File: config.mk
export PLATFORM = sky130hd
export DESIGN_NAME = status_bus_seq
export DESIGN_NICKNAME = d
export VERILOG_FILES = /design/src/rtl/sbs_pkg.sv /design/src/rtl/sbs_mode_latch.sv /design/src/rtl/sbs_ring_stage.sv /design/src/rtl/sbs_direct_select.sv /design/src/rtl/sbs_bus_drive.sv /design/src/rtl/status_bus_seq.sv
export SDC_FILE = /design/constraint.sdc
export NUM_CORES = 1
export LEC_CHECK = 0
export BUFFER_PORTS_ARGS = -buffer_cell sky130_fd_sc_hd__buf_4
export CAP_MARGIN = 20
export CELL_PAD_IN_SITES_DETAIL_PLACEMENT = 1
export CELL_PAD_IN_SITES_GLOBAL_PLACEMENT = 1
export CORE_AREA = 3 3 40 42
export DETAILED_ROUTE_END_ITERATION = 16
export DIE_AREA = 0 0 43 45
export GPL_TIMING_DRIVEN = 0
export MAX_ROUTING_LAYER = met4
export PLACE_DENSITY = 0.7
export SYNTH_ARGS = -nofsm -noshare
export SYNTH_HDL_FRONTEND = slang
export SYNTH_SLANG_ARGS = --single-unit
File: constraint.sdc
create_clock -name clk -period 1.5 [get_ports clk]
set_input_delay 0.3 -clock clk [delete_from_list [all_inputs] [get_ports clk]]
set_output_delay 0.3 -clock clk [all_outputs]
set_load 0.02 [all_outputs]
File: src/rtl/sbs_pkg.sv
// Package: shared types for the status-bus sequencer.
package sbs_pkg;
    typedef enum logic {
        MODE_DIRECT = 1'b0,
        MODE_POLLED = 1'b1
    } bus_mode_e;
endpackage

File: src/rtl/sbs_mode_latch.sv
// Latches the bus mode from the strap pin while reset is held.
// Assumes the strap is steady across the final reset edge.
module sbs_mode_latch
    import sbs_pkg::*;
(
    input  logic      clk,
    input  logic      rst_n,
    input  logic      mode_pin,
    output bus_mode_e mode_q,
    output logic      polled_eff
);
    // Capture the strap on every reset edge; hold afterwards.
    always_ff @(posedge clk) begin
        if (!rst_n) mode_q <= bus_mode_e'(mode_pin);
    end

    // During reset the strap itself decides; afterwards the latched mode does.
    always_comb polled_eff = rst_n ? (mode_q == MODE_POLLED) : mode_pin;

    // mode never changes outside reset
    p_mode_fixed_r1: assert property (@(posedge clk) disable iff (!rst_n)
        $past(rst_n) |-> $stable(mode_q));
endmodule

File: src/rtl/sbs_ring_stage.sv
// One stage of the polled token ring. Holds the "my turn" flag,
// which is loaded from the token input at each edge. Assumes polled_i
// reflects the strap during reset and the latched mode afterwards.
module sbs_ring_stage #(
    parameter bit FIRST_IN_RING = 1'b1
) (
    input  logic clk,
    input  logic rst_n,
    input  logic polled_i,
    input  logic tok_in,
    output logic turn_nxt,
    output logic turn_q
);
    // Next-turn value: seeded at reset for the first device, else the token.
    always_comb begin
        if (!rst_n)        turn_nxt = FIRST_IN_RING && polled_i;
        else if (polled_i) turn_nxt = tok_in;
        else               turn_nxt = 1'b0;
    end

    // Turn register.
    always_ff @(posedge clk) begin
        turn_q <= turn_nxt;
    end

    // in polled mode the turn follows the sampled token one edge later
    p_ring_pass_r2: assert property (@(posedge clk) disable iff (!rst_n)
        polled_i |=> (turn_q == $past(tok_in)));
endmodule

File: src/rtl/sbs_direct_select.sv
// Direct-mode address select. A strobe qualified by programming-done
// selects the device if the address matches and deselects it otherwise.
// Assumes dev_addr is valid whenever strobe is high.
module sbs_direct_select #(
    parameter int ADDR_W = 3,
    parameter int DEV_ID = 2
) (
    input  logic              clk,
    input  logic              rst_n,
    input  logic              direct_i,
    input  logic              strobe,
    input  logic              prog_done,
    input  logic [ADDR_W-1:0] dev_addr,
    output logic              sel_nxt,
    output logic              sel_q
);
    localparam logic [ADDR_W-1:0] MY_ADDR = ADDR_W'(DEV_ID);

    logic strobe_ok;

    // A strobe only counts in direct mode after programming completes.
    always_comb strobe_ok = direct_i && strobe && prog_done;

    // Next selection: cleared in reset, updated by a qualified strobe.
    always_comb begin
        if (!rst_n)         sel_nxt = 1'b0;
        else if (!direct_i) sel_nxt = 1'b0;
        else if (strobe_ok) sel_nxt = (dev_addr == MY_ADDR);
        else                sel_nxt = sel_q;
    end

    // Selection register.
    always_ff @(posedge clk) begin
        sel_q <= sel_nxt;
    end

    // without programming-done the selection cannot move
    p_locked_until_prog_r6: assert property (@(posedge clk) disable iff (!rst_n)
        (direct_i && !prog_done) |=> $stable(sel_q));
endmodule

File: src/rtl/sbs_bus_drive.sv
// Bus driver stage. Captures status when a turn or selection begins
// (and every edge while selected in direct mode) and gates the bus,
// the enable and the polled handshake outputs.
module sbs_bus_drive #(
    parameter int NQ = 4
) (
    input  logic          clk,
    input  logic          polled_i,
    input  logic          load_i,
    input  logic          drive_i,
    input  logic [NQ-1:0] stat_in,
    output logic [NQ-1:0] stat_bus,
    output logic          stat_oe,
    output logic          sync_out,
    output logic          tok_out
);
    logic [NQ-1:0] hold_q;

    // Capture status at the edge that starts or continues a drive.
    always_ff @(posedge clk) begin
        if (load_i) hold_q <= stat_in;
    end

    // Gate bus data and handshakes with the drive flag.
    always_comb begin
        stat_oe  = drive_i;
        stat_bus = drive_i ? hold_q : '0;
        sync_out = drive_i && polled_i;
        tok_out  = drive_i && polled_i;
    end
endmodule

File: src/rtl/status_bus_seq.sv
// Top level: chooses between the token ring and the address select
// according to the latched mode and drives the shared status bus.
// Assumes: synchronous active-low reset of at least one clock.
module status_bus_seq
    import sbs_pkg::*;
#(
    parameter int ADDR_W        = 3,
    parameter int DEV_ID        = 2,
    parameter int NQ            = 4,
    parameter bit FIRST_IN_RING = 1'b1
) (
    input  logic              clk,
    input  logic              rst_n,
    input  logic              mode_pin,
    input  logic              tok_in,
    input  logic              strobe,
    input  logic [ADDR_W-1:0] dev_addr,
    input  logic              prog_done,
    input  logic [NQ-1:0]     stat_in,
    output logic [NQ-1:0]     stat_bus,
    output logic              stat_oe,
    output logic              sync_out,
    output logic              tok_out
);
    bus_mode_e mode_q;
    logic      polled_eff;
    logic      turn_nxt, turn_q;
    logic      sel_nxt, sel_q;
    logic      load, drive;

    sbs_mode_latch u_mode (
        .clk(clk), .rst_n(rst_n), .mode_pin(mode_pin),
        .mode_q(mode_q), .polled_eff(polled_eff)
    );

    sbs_ring_stage #(.FIRST_IN_RING(FIRST_IN_RING)) u_ring (
        .clk(clk), .rst_n(rst_n), .polled_i(polled_eff), .tok_in(tok_in),
        .turn_nxt(turn_nxt), .turn_q(turn_q)
    );

    sbs_direct_select #(.ADDR_W(ADDR_W), .DEV_ID(DEV_ID)) u_sel (
        .clk(clk), .rst_n(rst_n), .direct_i(!polled_eff), .strobe(strobe),
        .prog_done(prog_done), .dev_addr(dev_addr),
        .sel_nxt(sel_nxt), .sel_q(sel_q)
    );

    // Pick the source of the drive flag by mode.
    always_comb begin
        load  = polled_eff ? turn_nxt : sel_nxt;
        drive = polled_eff ? turn_q   : sel_q;
    end

    sbs_bus_drive #(.NQ(NQ)) u_drv (
        .clk(clk), .polled_i(polled_eff), .load_i(load), .drive_i(drive),
        .stat_in(stat_in), .stat_bus(stat_bus), .stat_oe(stat_oe),
        .sync_out(sync_out), .tok_out(tok_out)
    );

    // sync pulse only while this device owns the bus
    p_sync_owns_bus_r4: assert property (@(posedge clk) disable iff (!rst_n)
        sync_out |-> stat_oe);

    // direct mode never emits a token or sync
    p_direct_silent_r7: assert property (@(posedge clk) disable iff (!rst_n)
        (mode_q == MODE_DIRECT) |-> (!tok_out && !sync_out));

    // an idle bus carries no data
    p_idle_bus_zero_r8: assert property (@(posedge clk) disable iff (!rst_n)
        !stat_oe |-> (stat_bus == '0));
endmodule

==> results of run 1 <==
-- flip-flops by register name, indices dropped and copies added (netlist names) --
signal,flops
u_drv.hold_q,4
u_mode.mode_q,1
u_ring.turn_q,1
u_sel.sel_q,1
-- stage by stage --
step	cells	cell area [µm²]	hold WS, ps	setup slack, ps	util (%)
floorplan	26	303	399	128	-
global placement	60	464	480	-212	36.1
detailed placement	60	464	480	-231	36.1
CTS	66	547	222	-142	42.6
global route	66	547	211	-240	42.6
finish	66	547	232	-146	42.6
-- cell type report --
class	instances	share of cell area, %
multi-input cells	15	23.6
well taps	15	3.43
flip-flops and latches	7	33.2
repair buffers	21	30.9
inverters	3	2.06
clock buffers	4	4.81
plain buffers	1	2.06
-- kinds of logic (layout without fill, tap and decap cells) --
kind of cell	Yosys count	in the layout	share of synthesized area [%]
buf+inv	4	29	6.20
mux	3	3	9.92
compound gates	2	2	4.13
flops	7	7	59.5
simple gates	10	10	20.2
-- critical path: stages, from the launching register on --
cell     delay, ps
dfxtp_2        330
mux2i_4        210
mux2i_4        320
nor2b_1         70
buf_4          160
-- power by group --
group	switching [mW]	leakage, nW	internal [mW]	total [mW]
registers	0.00641	0.0631	0.218	0.224
clock network	0.0684	0.0150	0.101	0.170
logic	0.0480	0.175	0.0687	0.117
-- synthesized netlist by cell type, drive strengths merged --
library cell	count	area (µm²)
nand2	1	3.75
o21bai	1	7.51
and2b	1	8.76
nor2b	4	25.0
or2b	1	7.51
o21ai	1	5.00
buf	1	7.51
nor2	1	3.75
mux2i	3	30.0
nor3b	1	7.51
nand3	1	5.00
dfxtp	3	60.1
edfxtp	4	120
inv	3	11.3
-- cells in the final DEF, fill, tap and decap left out, types with 2 or more instances in the layout --
cell type | synthesis | layout
buf_4 | 1 | 18
nor2b_1 | 4 | 4
buf_6 | 0 | 4
edfxtp_1 | 4 | 4
inv_1 | 3 | 3
clkbuf_4 | 0 | 3
mux2i_4 | 0 | 2
dfxtp_1 | 3 | 2
-- path summary, 6_finish.rpt --
| kind | startpoint | end | slack (ps) |
|---|---|---|---|
| setup / recovery | u_mode.mode_q | stat_bus[1] | -150 |
| hold / removal | stat_in[1] | u_drv.hold_q[1] | 230 |
| setup reg to reg | u_mode.mode_q | u_drv.hold_q[3] | 120 |
| hold reg to reg | u_sel.sel_q | u_sel.sel_q | 590 |
-- metal layers --
layer,wire length (µm),up-vias,global-route usage [%]
met5,0,-,-
met3,36,0,3.59
met1,253,128,7.67
met4,0,0,1.81
met2,402,6,14.4
li1,-,135,-
-- what timing repair did --
| action | 4_1_cts | 5_1_grt |
|---|---|---|
| endpoints found under the setup margin | 7 | 7 |
| pin swaps | 0 | 0 |
| setup buffers | 2 | 0 |
| hold buffers | 0 | 0 |
| resized for setup | 9 | 0 |
==> summary.md, run 1 <==
| Metric | Value |
|---|---|
| Status | `complete, but fails checks` |
| Failing checks | `negative setup slack` |
| Total GRT Usage | `7.88%` |
| Multi-input gate area | `129 µm²` |
| Total grt overflow | `0` |
| Avg Synthesized Cell Area | `11.6 µm²` |
| Worst skew pair latency | `240 ps` |
| PnR Total Power | `0.511 mW` |
| Drt drc | `0` |
| Layout cell share with drive strength beyond 1 | `56.9%` |
| Global-route wire length before repair | `1060 µm` |
| Yosys warnings | `0` |
| Data arrival time of the critical path | `1350 ps` |
| Antenna Violating Nets Remaining | `0` |
| # IOs | `20` |
| Number of global-route vias before repair | `276` |
| Total vias in the final route | `269` |
| Crit Path Class | `reg -> out` |
| Maximum clock frequency | `0.607 GHz` |
| CTS tree | `built` |
| H-tree levels | `1` |
| Core Area | `1280 µm²` |
| Row count | `13` |
| Hold Vio Cnt, Final | `0` |
| Die area | `1940 µm²` |
| Worst endpoint required time | `1200 ps` |
| NumNets Final | `65` |
| Mapped Cells | `26` |
| FF/Latch Area | `181 µm²` |
| Die height | `45 µm` |
| Area grow syn2layout | `80.6%` |
| RSZ-0062 raised after global routing | `yes` |
| Synth Register Bits | `7` |
| CP endpoint kind | `output pin` |
| Pre-Repair DR Iteration Count | `1` |
| Clock Path Buffers | `2` |
| Worst slew pin tran | `394 ps` |
| CP Max Fanout | `5` |
| Post-Route WL | `691 µm` |
| WHS Path Cells | `1` |
| Pin count of the biggest net entering global routing | `6` |
| Root Driver | `clkbuf_4` |
| Pwr Density | `935 nW/µm²` |
| Initial antenna violation count | `0` |
| Post-layout min period | `1650 ps` |
| Distinct cells, synth | `14` |
| Initial DRC count | `0` |
| Via density | `4.08` |
| DIE WIDTH | `43 µm` |
| Buffers on Ports | `19` |
| CTS buffer count | `3` |
| Worst r2r path cells | `3` |
| Min-Delay Path Class | `in -> reg` |
| Mapped cell area | `303 µm²` |
| Final setup fails | `6` |
| Final slew viol count | `0` |
| Post-Syn Nets | `39` |
| Final Wtd Congestion | `0.688` |
| Startpoint Class | `flop` |
| Final setup margin | `-146 ps` |
| Sequential cell area fraction in the yosys report | `59.5%` |
| Clock Sinks | `7` |
| Peak VDD IR | `0.000387 V` |
| Filler instances | `152` |
| Initial Util | `23.6%` |
| Setup TNS | `-788 ps` |
| WL/cell | `10.5 µm` |
| Leak | `0.253 nW` |
| Headroom to the max-slew limit | `73.7%` |
| Reg clk slew, reported paths | `50 ps` |
| ANT cells | `0` |
| Final worst path period share | `110%` |
| # Max-Cap Violations | `0` |
| Max Clock Skew | `1.91 ps` |
Power figures use the tool's default switching activity.
==> run 2: changes to the inputs <==
--- a/config.mk
+++ b/config.mk
@@ -14,7 +14,7 @@
 export DIE_AREA = 0 0 43 45
 export GPL_TIMING_DRIVEN = 0
 export MAX_ROUTING_LAYER = met4
-export PLACE_DENSITY = 0.7
+export PLACE_DENSITY = 0.72
 export SYNTH_ARGS = -nofsm -noshare
 export SYNTH_HDL_FRONTEND = slang
 export SYNTH_SLANG_ARGS = --single-unit
==> constraint.sdc (replaced) <==
create_clock -name clk -period 1.4 [get_ports clk]
set_input_delay 0.28 -clock clk [delete_from_list [all_inputs] [get_ports clk]]
set_output_delay 0.28 -clock clk [all_outputs]
set_load 0.02 [all_outputs]
==> summary.md, run 2 (synthesis gave the netlist of run 1 again) <==
| Metric | Value |
|---|---|
| Antenna Violating Nets Remaining | `0` |
| Core Util, Final | `43.3%` |
| Buffers on Ports | `19` |
| Headroom to the max-slew limit | `84.8%` |
| DIE WIDTH | `43 µm` |
| Worst slew pin tran | `222 ps` |
| Die height | `45 µm` |
| Total grt overflow | `0` |
| Core Area | `1280 µm²` |
| Pre-Repair DR Iteration Count | `1` |
| NumNets Final | `65` |
| CP Max Fanout | `5` |
| Final worst path period share | `117%` |
| Area post-placement | `464 µm²` |
| Leak | `0.258 nW` |
| Final Wtd Congestion | `0.611` |
| Via density | `4.11` |
| Initial Util | `23.6%` |
| Hold Vio Cnt, Final | `0` |
| Hold buffer count at CTS | `0` |
| Min-Delay Path Class | `in -> reg` |
| Drt drc | `0` |
| Worst skew pair latency | `250 ps` |
| Data arrival time of the critical path | `1360 ps` |
| Maximum clock frequency | `0.609 GHz` |
| WL/cell | `9.85 µm` |
| PnR Total Power | `0.546 mW` |
| Max Clock Skew | `5.80 ps` |
| Most frequent cells in the layout | `buf_4 (17), buf_6 (5), edfxtp_1 (4)` |
| Pwr Density | `980 nW/µm²` |
| Initial DRC count | `0` |
| # Max-Cap Violations | `0` |
| H-tree levels | `1` |
| Non-filler cells, final | `66` |
| Number of global-route vias before repair | `245` |
| Post-layout min period | `1640 ps` |
| Final setup margin | `-243 ps` |
| Post-Route WL | `650 µm` |
| Die area | `1940 µm²` |
| CTS buffer count | `3` |
| Initial antenna violation count | `0` |
| CP endpoint kind | `output pin` |
| Peak VDD IR | `0.000407 V` |
| Global-route wire length before repair | `1000 µm` |
| Final setup fails | `7` |
| Total vias in the final route | `271` |
| Failing checks | `negative setup slack` |
| Final slew viol count | `0` |
| Final instance area | `557 µm²` |
| Hpwl dp | `526 µm` |
| ANT cells | `0` |
| Total GRT Usage | `7.79%` |
| Area grow syn2layout | `83.9%` |
| Startpoint Class | `flop` |
| Most common cell after layout, fill and taps aside | `buf_4` |
| Max reg flops | `4` |
| Cell total after placement | `60` |
| Filler instances | `151` |
| Row count | `13` |
| Crit Path Class | `reg -> out` |
| Largest Register | `u_drv.hold_q` |
| Root Driver | `clkbuf_4` |
| Reg clk slew, reported paths | `50 ps` |
| Pin count of the biggest net entering global routing | `6` |
| Layout cell share with drive strength beyond 1 | `60.8%` |
| Clock Sinks | `7` |
| RSZ-0062 raised after global routing | `yes` |
| CTS tree | `built` |
| # IOs | `20` |
| Worst endpoint required time | `1120 ps` |
| Clock Path Buffers | `2` |
| Status | `complete, but fails checks` |
[run 2: cell types whose count changed in the layout (fill, tap and decap cells not counted)]
cell | before | now
nor2b_1 | 4 | 3
buf_6 | 4 | 5
nor2b_2 | 0 | 1
o21bai_2 | 0 | 1
o21bai_1 | 1 | 0
buf_4 | 18 | 17
[run 2: critical path, stage by stage (launching register included)]
cell,delay (ps)
dfxtp_2,330
mux2i_4,210
mux2i_4,330
nor2b_1,80
buf_4,160
[run 2: where the power goes]
part / internal [mW] / switching, mW / leakage (nW) / total, mW
registers: 0.234 / 0.00696 / 0.0631 / 0.241
logic: 0.0760 / 0.0517 / 0.180 / 0.128
clock network: 0.108 / 0.0688 / 0.0150 / 0.177
total: 0.418 / 0.127 / 0.258 / 0.546
[run 2: final cells by class]
| cell class | instances | area (µm²) | share of cell area, % |
|---|---|---|---|
| flip-flops and latches | 7 | 181 | 32.6 |
| clock buffers | 4 | 26.3 | 4.72 |
| inverters | 3 | 11.3 | 2.02 |
| repair buffers | 21 | 173 | 31.0 |
| well taps | 15 | 18.8 | 3.37 |
| plain buffers | 1 | 11.3 | 2.02 |
| multi-input cells | 15 | 135 | 24.3 |
[run 2: worst paths after layout]
| path | startpoint | end | slack (ps) | cells past startpoint |
|---|---|---|---|---|
| hold reg to reg | u_sel.sel_q | u_sel.sel_q | 610 | 2 |
| setup / recovery | u_mode.mode_q | stat_bus[3] | -240 | 4 |
| hold / removal | stat_in[1] | u_drv.hold_q[1] | 210 | 1 |
| setup reg to reg | u_mode.mode_q | u_drv.hold_q[0] | 150 | 3 |
[run 2: routing by layer]
layer	global-route usage (%)	part of all wire, %	vias up
met5	-	0	-
met4	5.42	2.3	0
met3	2.39	8.0	2
met2	13.8	58	13
met1	7.18	32	121
li1	-	-	135
[run 2: timing repair]
action | 4_1_cts | 5_1_grt
setup buffers | 2 | 0
resized for setup | 9 | 3
setup endpoints to repair | 7 | 11
[run 2: stage by stage]
step / setup WS [ps] / hold slack (ps) / setup TNS (ps)
6_report: -243 / 210 / -1380
3_3_place_gp: -265 / 459 / -1430
4_1_cts: -227 / 203 / -1320
5_1_grt: -332 / 186 / -1970
2_1_floorplan: 67.9 / 379 / 0
3_5_place_dp: -288 / 460 / -1530
